[src/rtl/tmr_pkg.sv]
package tmr_pkg;

    localparam int CTRL_W = 8;

    // Control register, MSB first: bit7 wrap flag ... bit0 run
    typedef struct packed {
        logic wrap_flag;
        logic trig_flag;
        logic tx_sel;
        logic rx_sel;
        logic trig_en;
        logic cap_sel;
        logic ext_src;
        logic run;
    } tmr_ctrl_t;

    typedef enum logic [1:0] {
        TRIG_NONE    = 2'd0,
        TRIG_CAPTURE = 2'd1,
        TRIG_RELOAD  = 2'd2,
        TRIG_FLAG    = 2'd3
    } trig_act_e;

    function automatic logic baud_mode(input tmr_ctrl_t c);
        return c.tx_sel | c.rx_sel;
    endfunction

    function automatic logic reload_on_wrap(input tmr_ctrl_t c);
        return baud_mode(c) | ~c.cap_sel;
    endfunction

    function automatic trig_act_e trig_action(input tmr_ctrl_t c, input logic fall);
        if (!fall || !c.trig_en) return TRIG_NONE;
        if (baud_mode(c))        return TRIG_FLAG;
        if (c.cap_sel)           return TRIG_CAPTURE;
        return TRIG_RELOAD;
    endfunction

endpackage

[src/rtl/tmr_fall_det.sv]
module tmr_fall_det #(
    parameter int SYNC = 2
) (
    input  logic clk,
    input  logic rst,
    input  logic pin,
    output logic fall
);
    logic [SYNC:0] sh;

    always_ff @(posedge clk) begin
        if (rst) sh <= '1;
        else     sh <= {sh[SYNC-1:0], pin};
    end

    assign fall = sh[SYNC] & ~sh[SYNC-1];

    // an edge is seen once, never two cycles running
    p_fall_once_r3: assert property (@(posedge clk) disable iff (rst)
        fall |=> !fall);

endmodule

[src/rtl/tmr_prescale.sv]
module tmr_prescale #(
    parameter int TIMER_DIV = 12,
    parameter int BAUD_DIV  = 2
) (
    input  logic clk,
    input  logic rst,
    input  logic run,
    input  logic baud,
    output logic tick
);
    localparam int MAXDIV = (TIMER_DIV > BAUD_DIV) ? TIMER_DIV : BAUD_DIV;
    localparam int PW     = $clog2(MAXDIV + 1);

    logic [PW-1:0] pcnt;
    logic [PW-1:0] lim;

    assign lim  = baud ? PW'(BAUD_DIV - 1) : PW'(TIMER_DIV - 1);
    assign tick = run && (pcnt >= lim);

    always_ff @(posedge clk) begin
        if (rst || !run)     pcnt <= '0;
        else if (pcnt >= lim) pcnt <= '0;
        else                 pcnt <= pcnt + PW'(1);
    end

    // a stopped prescaler produces no ticks in the next cycle
    p_stop_quiet_r2: assert property (@(posedge clk) disable iff (rst)
        !run |=> (pcnt == '0));

endmodule

[src/rtl/tmr_ctrl_reg.sv]
module tmr_ctrl_reg
    import tmr_pkg::*;
(
    input  logic      clk,
    input  logic      rst,
    input  logic      wr,
    input  tmr_ctrl_t wdata,
    input  logic      set_wrap,
    input  logic      set_trig,
    output tmr_ctrl_t q
);
    always_ff @(posedge clk) begin
        if (rst) begin
            q <= '0;
        end else begin
            if (wr)       q <= wdata;
            if (set_wrap) q.wrap_flag <= 1'b1;
            if (set_trig) q.trig_flag <= 1'b1;
        end
    end

    // flags are sticky without a control write
    p_trig_sticky_r12: assert property (@(posedge clk) disable iff (rst)
        (q.trig_flag && !wr) |=> q.trig_flag);
    p_wrap_sticky_r12: assert property (@(posedge clk) disable iff (rst)
        (q.wrap_flag && !wr) |=> q.wrap_flag);
    // hardware set wins over a same-cycle clearing write
    p_set_wins_r12: assert property (@(posedge clk) disable iff (rst)
        set_trig |=> q.trig_flag);

endmodule

[src/rtl/tmr_capreload.sv]
module tmr_capreload
    import tmr_pkg::*;
#(
    parameter int WIDTH     = 16,
    parameter int TIMER_DIV = 12,
    parameter int BAUD_DIV  = 2
) (
    input  logic             clk,
    input  logic             rst,
    input  logic [WIDTH-1:0] wdata,
    input  logic             wr_ctrl,
    input  logic             wr_count,
    input  logic             wr_rcap,
    input  logic             cnt_pin,
    input  logic             trig_pin,
    output logic [7:0]       ctrl_q,
    output logic [WIDTH-1:0] count_q,
    output logic [WIDTH-1:0] rcap_q,
    output logic             tx_tick,
    output logic             rx_tick
);
    localparam int NPIN = 2;
    localparam int PIN_CNT  = 0;
    localparam int PIN_TRIG = 1;

    tmr_ctrl_t   ctrl;
    logic [NPIN-1:0] pins;
    logic [NPIN-1:0] falls;
    logic        baud;
    logic        presc_tick;
    logic        inc;
    logic        wrap;
    trig_act_e   act;
    logic [WIDTH-1:0] count_nxt;
    logic [WIDTH-1:0] rcap_nxt;
    logic        tx_q, rx_q;

    assign pins = {trig_pin, cnt_pin};

    for (genvar g = 0; g < NPIN; g++) begin : g_pin
        tmr_fall_det #(.SYNC(2)) u_det (
            .clk (clk),
            .rst (rst),
            .pin (pins[g]),
            .fall(falls[g])
        );
    end

    tmr_ctrl_reg u_ctrl (
        .clk     (clk),
        .rst     (rst),
        .wr      (wr_ctrl),
        .wdata   (tmr_ctrl_t'(wdata[CTRL_W-1:0])),
        .set_wrap(wrap & ~baud),
        .set_trig(act != TRIG_NONE),
        .q       (ctrl)
    );

    assign baud = baud_mode(ctrl);

    tmr_prescale #(.TIMER_DIV(TIMER_DIV), .BAUD_DIV(BAUD_DIV)) u_presc (
        .clk (clk),
        .rst (rst),
        .run (ctrl.run & ~ctrl.ext_src),
        .baud(baud),
        .tick(presc_tick)
    );

    assign inc  = ctrl.run & ~wr_count &
                  (ctrl.ext_src ? falls[PIN_CNT] : presc_tick);
    assign wrap = inc & (count_q == '1);
    assign act  = trig_action(ctrl, falls[PIN_TRIG]);

    always_comb begin
        count_nxt = count_q;
        if (inc) begin
            if (wrap) count_nxt = reload_on_wrap(ctrl) ? rcap_q : '0;
            else      count_nxt = count_q + WIDTH'(1);
        end
        if (act == TRIG_RELOAD) count_nxt = rcap_q;
        if (wr_count)           count_nxt = wdata;
    end

    always_comb begin
        rcap_nxt = rcap_q;
        if (act == TRIG_CAPTURE) rcap_nxt = count_q;
        if (wr_rcap)             rcap_nxt = wdata;
    end

    always_ff @(posedge clk) begin
        if (rst) begin
            count_q <= '0;
            rcap_q  <= '0;
            tx_q    <= 1'b0;
            rx_q    <= 1'b0;
        end else begin
            count_q <= count_nxt;
            rcap_q  <= rcap_nxt;
            tx_q    <= wrap & baud & ctrl.tx_sel;
            rx_q    <= wrap & baud & ctrl.rx_sel;
        end
    end

    assign ctrl_q  = ctrl;
    assign tx_tick = tx_q;
    assign rx_tick = rx_q;

    // stopped counter holds unless written or trigger-reloaded
    p_hold_r2: assert property (@(posedge clk) disable iff (rst)
        (!ctrl.run && !wr_count && act != TRIG_RELOAD) |=> $stable(count_q));
    // reload on wrap takes the companion value
    p_reload_r4: assert property (@(posedge clk) disable iff (rst)
        (wrap && reload_on_wrap(ctrl) && !wr_count) |=> (count_q == $past(rcap_q)));
    // capture copies the counter
    p_capture_r6: assert property (@(posedge clk) disable iff (rst)
        (act == TRIG_CAPTURE && !wr_rcap) |=> (rcap_q == $past(count_q)));
    // bit-clock mode never raises the wrap flag by hardware
    p_no_wrapflag_r9: assert property (@(posedge clk) disable iff (rst)
        (baud && !wr_ctrl) |=> !$rose(ctrl.wrap_flag));
    // ticks are single-cycle pulses
    p_tx_pulse_r10: assert property (@(posedge clk) disable iff (rst)
        tx_tick |=> !tx_tick);
    p_rx_pulse_r10: assert property (@(posedge clk) disable iff (rst)
        rx_tick |=> !rx_tick);
    // a counter write lands as written
    p_write_wins_r13: assert property (@(posedge clk) disable iff (rst)
        wr_count |=> (count_q == $past(wdata)));

endmodule

[config.mk]
export PLATFORM = sky130hd
export DESIGN_NAME = tmr_capreload
export DESIGN_NICKNAME = d
export VERILOG_FILES = /design/src/rtl/tmr_pkg.sv /design/src/rtl/tmr_fall_det.sv /design/src/rtl/tmr_prescale.sv /design/src/rtl/tmr_ctrl_reg.sv /design/src/rtl/tmr_capreload.sv
export SDC_FILE = /design/constraint.sdc
export NUM_CORES = 1
export LEC_CHECK = 0
export CAP_MARGIN = 40
export CELL_PAD_IN_SITES_DETAIL_PLACEMENT = 1
export CELL_PAD_IN_SITES_GLOBAL_PLACEMENT = 1
export CORE_ASPECT_RATIO = 1.75
export CORE_UTILIZATION = 37
export CTS_CLUSTER_SIZE = 20
export DETAILED_ROUTE_END_ITERATION = 6
export PLACE_DENSITY_LB_ADDON = 0.1
export SLEW_MARGIN = 20
export SYNTH_ARGS = -nofsm -noshare
export SYNTH_HDL_FRONTEND = slang
export SYNTH_SLANG_ARGS = --single-unit
[constraint.sdc]
create_clock -name clk -period 2.6 [get_ports clk]
set_input_delay 0.78 -clock clk [delete_from_list [all_inputs] [get_ports clk]]
set_output_delay 0.78 -clock clk [all_outputs]
set_load 0.02 [all_outputs]
==> impl_metrics.sql, run 1 <==
INSERT INTO impl_metrics (metric_group, metric, value, unit) VALUES
('clock_network', 'cts_buffer_depth', '2', ''),
('synth', 'yosysSeqAreaShare', '37.53', '%'),
('route', 'detail_route.first_pass.iterations', '4', ''),
('setup_path', 'crit_required', '2.79', 'ns'),
('route', 'detail_route.wirelength', '9.506', 'mm'),
('pwr', 'part_of_the_total_power_dissipated_in_combinational_logic', '20.5', '%'),
('pwr', 'internal_power', '1.506', 'mW'),
('synth', 'synth_area_leaders', 'sky130_fd_sc_hd__dfxtp_1, sky130_fd_sc_hd__mux2i_1, sky130_fd_sc_hd__nor2_1', ''),
('floorplan', 'fp-row-count', '41', ''),
('clock_network', 'clock_tree.root_cell', 'sky130_fd_sc_hd__clkbuf_16', ''),
('sta', 'max_freq', '399.3', 'MHz'),
('pwr', 'p_sw', '0.5713', 'mW'),
('run', 'max-cap-violations', '0', ''),
('sta', 'finClkSkew', '0.002484', 'ns'),
('pwr', 'power.share.clock', '36.5', '%'),
('sta', 'hold_viol_final', '0', ''),
('worst_hold_path', 'holdCritPathClass', 'reg2reg', ''),
('pwr', 'seqPwrFrac', '43.0', '%'),
('cells_and_area', 'layoutNonFillerInstCount', '486', ''),
('synth', 'synthMostInstantiatedCell', 'sky130_fd_sc_hd__dfxtp_1', ''),
('route', 'drt-wirelength-per-cell', '19.56', 'um'),
('grt', 'via_count_of_the_first_global_routing_pass', '3029', ''),
('grt', 'gr-usage-all-layers', '26.10', '%'),
('pwr', 'cellPowerDensity', '532.6', 'nW/um^2'),
('setup_path', 'worstPathArrival', '2.69', 'ns'),
('place', 'dpl-instance-area', '3722', 'sq um'),
('synth', 'synth.largest_area_cell', 'sky130_fd_sc_hd__dfxtp_1', ''),
('worst_hold_path', 'hp-start', 'g_pin[1].u_det.sh[0]$_SDFF_PP1_', ''),
('route', 'vias', '2784', ''),
('cells_and_area', 'design_area', '3900', 'sq um'),
('clock_network', 'cts-htree-levels', '2', ''),
('setup_path', 'critical_path.slowest_cell', 'sky130_fd_sc_hd__or4b_4', ''),
('cells_and_area', 'final.fill_count', '866', ''),
('floorplan', 'die_width', '67.45', 'um'),
('pwr', 'power.total', '2.077', 'mW'),
('place', 'gpl.final_weighted_congestion', '0.9090', ''),
('grt', 'grt.overflow.total', '0', ''),
('setup_path', 'worstRegToRegCells', '10', ''),
('floorplan', 'core-area', '7233', 'sq um'),
('sta', 'period_minus_slack', '2.505', 'ns'),
('cells_and_area', 'layout-drive-gt1-share', '15.50', '%'),
('setup_path', 'worstReg2RegEnd', 'count_q[5]$_SDFFE_PP0P_', ''),
('setup_path', 'critical_path_endpoint_category', 'flip-flop', ''),
('place', 'final_hpwl_from_detailed_placement', '7.008', 'mm'),
('sta', 'timing.final.setup_violations', '0', ''),
('clock_network', 'clock-sinks', '52', ''),
('clock_network', 'postCtsResizedCells', '0', ''),
('synth', 'synth_flop_cell', 'sky130_fd_sc_hd__dfxtp_1', ''),
('worst_hold_path', 'hold_path_end', 'g_pin[1].u_det.sh[1]$_SDFF_PP1_', ''),
('place', 'post-place-ws', '-0.2513', 'ns'),
('synth', 'yosys.cell_types.count', '49', ''),
('clock_network', 'clkTransAtPathRegs', '0.07', 'ns'),
('cells_and_area', 'area_delta_synth_final', '40.60', '%'),
('setup_path', 'critPathLaunchType', 'input pin', ''),
('synth', 'syn_inst', '318', ''),
('outcome', 'run_status', 'completed', ''),
('setup_path', 'critical_path_peak_fanout', '10', ''),
('setup_path', 'crit_path_max_incr_delay', '0.56', 'ns'),
('synth', 'synth_area_per_cell', '8.723', 'sq um'),
('synth', 'async_reset_ff_share', '0', '%'),
('clock_network', 'postCtsHoldBufs', '0', ''),
('setup_path', 'timing.critical_path.cells', 'clkdlybuf4s50_1, or4b_4, a211oi_4, buf_6, a2bb2oi_1, a21oi_1, o221a_2', ''),
('pwr', 'p_leak', '1.549', 'nW'),
('pwr', 'maximum_vdd_drop', '0.3566', 'mV'),
('sta', 'drv_slew', '0', ''),
('grt', 'grt_max_degree', '33', ''),
('route', 'first_iter_violations', '122', ''),
('floorplan', 'height_of_the_die', '116.5', 'um'),
('sta', 'unrepaired_setup_endpoints_after_global_routing', 'false', ''),
('synth', 'yosysWarnings', '0', ''),
('cells_and_area', 'antenna_cells', '0', '');
-- power groups by stage --
stage               Clock [mW]  Sequential [mW]  Combinational, mW
finish                   0.758            0.894              0.425
global placement             0            0.910              0.416
global route             0.797            0.899              0.459
floorplan                    0            0.958              0.155
CTS                      0.771            0.894              0.429
detailed placement           0            0.911              0.425
-- cells in the final DEF, fill, tap and decap left out, types with 2 or more instances in the layout --
| cell | count |
|---|---|
| sky130_fd_sc_hd__o221a_2 | 6 |
| sky130_fd_sc_hd__nor2_1 | 48 |
| sky130_fd_sc_hd__nor3_1 | 5 |
| sky130_fd_sc_hd__a21oi_1 | 16 |
| sky130_fd_sc_hd__o21ai_0 | 4 |
| sky130_fd_sc_hd__and3_1 | 9 |
| sky130_fd_sc_hd__mux2i_1 | 24 |
| sky130_fd_sc_hd__ha_1 | 4 |
| sky130_fd_sc_hd__inv_1 | 6 |
| sky130_fd_sc_hd__o221a_1 | 3 |
| sky130_fd_sc_hd__a211oi_1 | 17 |
| sky130_fd_sc_hd__buf_4 | 29 |
| sky130_fd_sc_hd__xnor2_1 | 7 |
| sky130_fd_sc_hd__o41ai_1 | 2 |
| sky130_fd_sc_hd__xor2_1 | 5 |
| sky130_fd_sc_hd__clkbuf_16 | 5 |
| sky130_fd_sc_hd__nand2_1 | 13 |
| sky130_fd_sc_hd__a311o_1 | 2 |
| sky130_fd_sc_hd__a2bb2oi_1 | 7 |
| sky130_fd_sc_hd__a221oi_1 | 2 |
| sky130_fd_sc_hd__clkdlybuf4s50_1 | 64 |
| sky130_fd_sc_hd__o221ai_1 | 5 |
| sky130_fd_sc_hd__nand4_1 | 5 |
| sky130_fd_sc_hd__or2_2 | 7 |
| sky130_fd_sc_hd__nand3_1 | 11 |
| sky130_fd_sc_hd__and4_1 | 3 |
| sky130_fd_sc_hd__buf_12 | 3 |
| sky130_fd_sc_hd__o21a_1 | 10 |
| sky130_fd_sc_hd__dfxtp_1 | 52 |
-- worst max-delay path, delay by kind of cell --
family | cells | cell delay [ns]
buffers and inverters | 2 | 0.62
AOI/OAI and AO/OA | 4 | 0.73
and+or+nand+nor | 1 | 0.56
-- routing by layer --
metal	vias up	wire length [um]	share of wire, %	global-route usage (%)
met5	-	0	0	0
met4	0	237	2.5	10.78
met3	19	251	2.6	4.004
met2	63	5275	55	49.00
met1	1366	3742	39	27.80
li1	1336	-	-	-
-- how the worst max path moves through the flow --
stage | startpoint | endpoint | slack [ns] | cells past startpoint
finish | wr_count | count_q[5]$_SDFFE_PP0P_ | 0.1 | 7
global route | wr_count | count_q[9]$_SDFFE_PP0P_ | 0.02 | 7
CTS | wr_count | count_q[6]$_SDFFE_PP0P_ | 0.06 | 7
detailed placement | wr_count | count_q[5]$_SDFFE_PP0P_ | -0.25 | 7
global placement | wr_count | count_q[6]$_SDFFE_PP0P_ | -0.20 | 7
floorplan | wr_count | count_q[10]$_SDFFE_PP0P_ | 0.24 | 6
-- cells by family after synthesis --
family	after synthesis	synth area share, %
and+or+nand+nor	113	20.79
AOI/OAI and AO/OA	83	23.28
DFF	52	37.53
buffers and inverters	30	4.150
muxes	24	8.660
xor gates and xnor gates	12	3.789
adders and majority gates	4	1.804
-- registers in the layout (all words and copies together) (netlist names) --
register	count
u_ctrl.q	8
rx_tick	1
u_presc.pcnt	4
rcap_q	16
tx_tick	1
g_pin.u_det.sh	6
count_q	16
-- stage by stage --
| stage | TNS, ns | utilization (%) | hold slack [ns] |
|---|---|---|---|
| floorplan | 0 | - | 0.3895 |
| global placement | -1.747 | 51.46 | 0.3959 |
| detailed placement | -2.318 | 51.46 | 0.3980 |
| CTS | 0 | 53.78 | 0.4178 |
| global route | 0 | 53.92 | 0.4372 |
| finish | 0 | 53.92 | 0.4170 |
-- cell type report --
cell class                      instances  area (sq um)  share of cell area [%]
Clock buffer                            5         125.1                   3.208
Inverter                                7         26.28                  0.6737
Tap cell                               86         107.6                   2.759
Multi-Input combinational cell        236          1628                   41.74
Clock inverter                          3         42.54                   1.091
Timing Repair Buffer                   97         929.6                   23.84
Sequential cell                        52          1041                   26.69
(Power assumes the default switching activity.)
==> run 2: changes to the inputs <==
Settings changed: CORE_UTILIZATION 37 to 33.
Clock period 2.6 ns to 2.2 ns, I/O delays scaled along.
==> run 2 against run 1 <==
  * The flow now finishes with violations (DRC, setup timing)
  * Non-clock buffer count up 23
  * Total power up 22%
  * Worst setup slack worse by 0.17 ns
  * Hold slack better by 0.0038 ns
  * Design area up 7.2%
  * Wire length up 2.6%
  * First-iteration DRC count down 52%
  * Combinational power up 28%
  * Sequential share of layout area down 1.6 points
  * Register-to-register slack worse by 0.25 ns
  * Via count up 3.5%
==> impl_metrics.sql, run 2 (same netlist as run 1, synthesis figures left out) <==
INSERT INTO impl_metrics (metric_group, metric, value, unit) VALUES
('setup_path', 'critPathLaunchType', 'flip-flop', ''),
('setup_path', 'criticalPathCategory', 'reg2reg', ''),
('cells_and_area', 'final.fill_count', '921', ''),
('setup_path', 'crit_required', '2.44', 'ns'),
('clock_network', 'clock_tree.root_cell', 'sky130_fd_sc_hd__clkbuf_16', ''),
('clock_network', 'clock_tree_from_tritoncts', 'done', ''),
('setup_path', 'crit_path_max_incr_delay', '0.51', 'ns'),
('grt', 'grt_max_degree', '33', ''),
('sta', 'timing.final.setup_violations', '8', ''),
('cells_and_area', 'area_delta_synth_final', '50.65', '%'),
('grt', 'grt.overflow.total', '0', ''),
('setup_path', 'timing.critical_path.cells', 'nor2_4, inv_2, ha_4, a211o_1, nand3_4, a211oi_4, a21oi_2, or4b_4, nand3_2', ''),
('route', 'detail_route.wirelength', '9.749', 'mm'),
('route', 'antenna_nets_post_route', '0', ''),
('floorplan', 'height_of_the_die', '123.3', 'um'),
('sta', 'unrepaired_setup_endpoints_after_global_routing', 'true', ''),
('route', 'drc', '3', ''),
('setup_path', 'critical_path.slowest_cell', 'sky130_fd_sc_hd__or4b_4', ''),
('floorplan', 'top_level_ports', '65', ''),
('sta', 'period_minus_slack', '2.275', 'ns'),
('cells_and_area', 'layoutNonFillerInstCount', '513', ''),
('grt', 'gr-usage-all-layers', '23.05', '%'),
('sta', 'setup_slack', '-0.07451', 'ns'),
('setup_path', 'critical_path_endpoint_category', 'flip-flop', ''),
('route', 'detail_route.first_pass.iterations', '6', ''),
('sta', 'timing.final.crit_share', '103.4', '%'),
('grt', 'via_count_of_the_first_global_routing_pass', '3116', ''),
('sta', 'max_freq', '439.7', 'MHz'),
('route', 'first_iter_violations', '58', ''),
('cells_and_area', 'layout.cells.most_common_list', 'sky130_fd_sc_hd__clkdlybuf4s50_1, sky130_fd_sc_hd__buf_4, sky130_fd_sc_hd__nor2_1, sky130_fd_sc_hd__dfxtp_1, sky130_fd_sc_hd__mux2i_1', ''),
('clock_network', 'worst_skew_pair.late_latency', '0.30', 'ns'),
('clock_network', 'postCtsHoldBufs', '0', ''),
('place', 'gpl.final_weighted_congestion', '0.8364', ''),
('clock_network', 'number_of_buffers_created_by_cts', '5', ''),
('outcome', 'run_status', 'finished, violations left', ''),
('floorplan', 'fp.dieArea', '8791', 'sq um'),
('grt', 'initial_antenna_violation_count', '0', ''),
('place', 'dpl-instance-area', '3839', 'sq um'),
('cells_and_area', 'most_frequent_standard_cell_in_the_layout_excluding_fill_and_tap_cells', 'sky130_fd_sc_hd__clkdlybuf4s50_1', ''),
('worst_hold_path', 'holdCritPathClass', 'reg2reg', ''),
('setup_path', 'worstPathArrival', '2.51', 'ns'),
('cells_and_area', 'antenna_cells', '0', ''),
('clock_network', 'cts-htree-levels', '2', ''),
('cells_and_area', 'layout-drive-gt1-share', '25.53', '%'),
('floorplan', 'die_width', '71.31', 'um'),
('run', 'max-cap-violations', '0', ''),
('clock_network', 'clock-sinks', '52', ''),
('grt', 'grt_first_pass_wirelength', '15.52', 'mm'),
('pwr', 'p_leak', '1.682', 'nW'),
('place', 'placed_cells', '499', ''),
('pwr', 'cellPowerDensity', '608.0', 'nW/um^2'),
('clock_network', 'cts_buffer_depth', '2', ''),
('place', 'place.port_buffers', '64', ''),
('pwr', 'maximum_vdd_drop', '0.3020', 'mV'),
('cells_and_area', 'design_area', '4179', 'sq um'),
('route', 'vias', '2881', ''),
('floorplan', 'fp-row-count', '43', ''),
('sta', 'finClkSkew', '0.004150', 'ns'),
('route', 'drt-vias-per-instance', '5.616', ''),
('sta', 'fin_setup_tns', '-0.2341', 'ns'),
('outcome', 'violations_in_the_final_reports', 'DRC, setup timing', ''),
('clock_network', 'clkTransAtPathRegs', '0.07', 'ns'),
('sta', 'slew_headroom', '57.65', '%'),
('route', 'drt-wirelength-per-cell', '19.00', 'um'),
('cells_and_area', 'finish.net_count', '449', ''),
('cells_and_area', 'leading_registers_by_flop_count', 'count_q (16), rcap_q (16), u_ctrl.q (8)', ''),
('sta', 'hold_viol_final', '0', ''),
('sta', 'drv_slew', '0', ''),
('setup_path', 'critical_path_peak_fanout', '4', ''),
('floorplan', 'core-area', '8016', 'sq um'),
('place', 'final_hpwl_from_detailed_placement', '7.262', 'mm'),
('sta', 'worst_slew_pin_slew', '0.6338', 'ns'),
('floorplan', 'initial_utilization', '34.60', '%');
[run 2: changes by cell type in the layout (fill, tap and decap cells not counted), moves of 3 or more]
cell and change:
sky130_fd_sc_hd__a2bb2oi_2 +4, sky130_fd_sc_hd__dfxtp_2 +6, sky130_fd_sc_hd__dfxtp_1 -6, sky130_fd_sc_hd__nand3_1 -3, sky130_fd_sc_hd__buf_4 +23, sky130_fd_sc_hd__a2bb2oi_1 -4
[run 2: final cells by class]
type                            instances  area [sq um]  share of cell area (%)
Tap cell                               90         112.6                   2.695
Clock inverter                          2         38.79                  0.9281
Timing Repair Buffer                  120          1085                   25.96
Inverter                                7         26.28                  0.6287
Sequential cell                        52          1049                   25.09
Multi-Input combinational cell        236          1729                   41.38
Clock buffer                            6         138.9                   3.323
[run 2: where the power goes]
part	switching [mW]	internal (mW)
registers	0.0493	1.00
clock network	0.376	0.571
logic	0.274	0.270
total	0.699	1.84
[run 2: repair_timing]
item,CTS,global route
endpoints found under the hold margin,0,0
resized for setup,13,12
endpoints found under the setup margin,17,16
pin swaps,9,16
buffers inserted,5,1
[run 2: routing by layer]
layer,GRT usage (%),part of all wire (%),wire length (um)
met2,44.94,56,5488
met3,2.852,2.2,210
met1,24.20,39,3806
met4,9.875,2.5,244
met5,0,0,0
[run 2: metrics by stage]
step	hold slack (ns)	util [%]	setup WS [ns]	power [mW]
after floorplan	0.3895	-	-0.01690	1.319
after global placement	0.3938	47.89	-0.4771	1.585
after detailed placement	0.4030	47.89	-0.5512	1.596
after CTS	0.4235	51.37	-0.05226	2.558
after global routing	0.4354	52.13	-0.1844	2.637
final	0.4207	52.13	-0.07451	2.541
[run 2: final timing paths]
check	startpoint	to	slack, ns	depth (start not counted)
max	u_ctrl.q[5]$_SDFFE_PP0P_	count_q[13]$_SDFFE_PP0P_	-0.07	9
min reg2reg	g_pin[0].u_det.sh[0]$_SDFF_PP1_	g_pin[0].u_det.sh[1]$_SDFF_PP1_	0.42	1
min	g_pin[0].u_det.sh[0]$_SDFF_PP1_	g_pin[0].u_det.sh[1]$_SDFF_PP1_	0.42	1
max reg2reg	u_ctrl.q[5]$_SDFFE_PP0P_	count_q[13]$_SDFFE_PP0P_	-0.07	9
[run 2: critical path, delay by kind of cell, from the launching register on]
family                   cells  cell delay [ns]
AO/OA/AOI/OAI                3             0.67
adder cells (fa/ha/maj)      1             0.26
buffers and inverters        1             0.08
flip-flops                   1             0.34
AND/OR/NAND/NOR              4             0.86
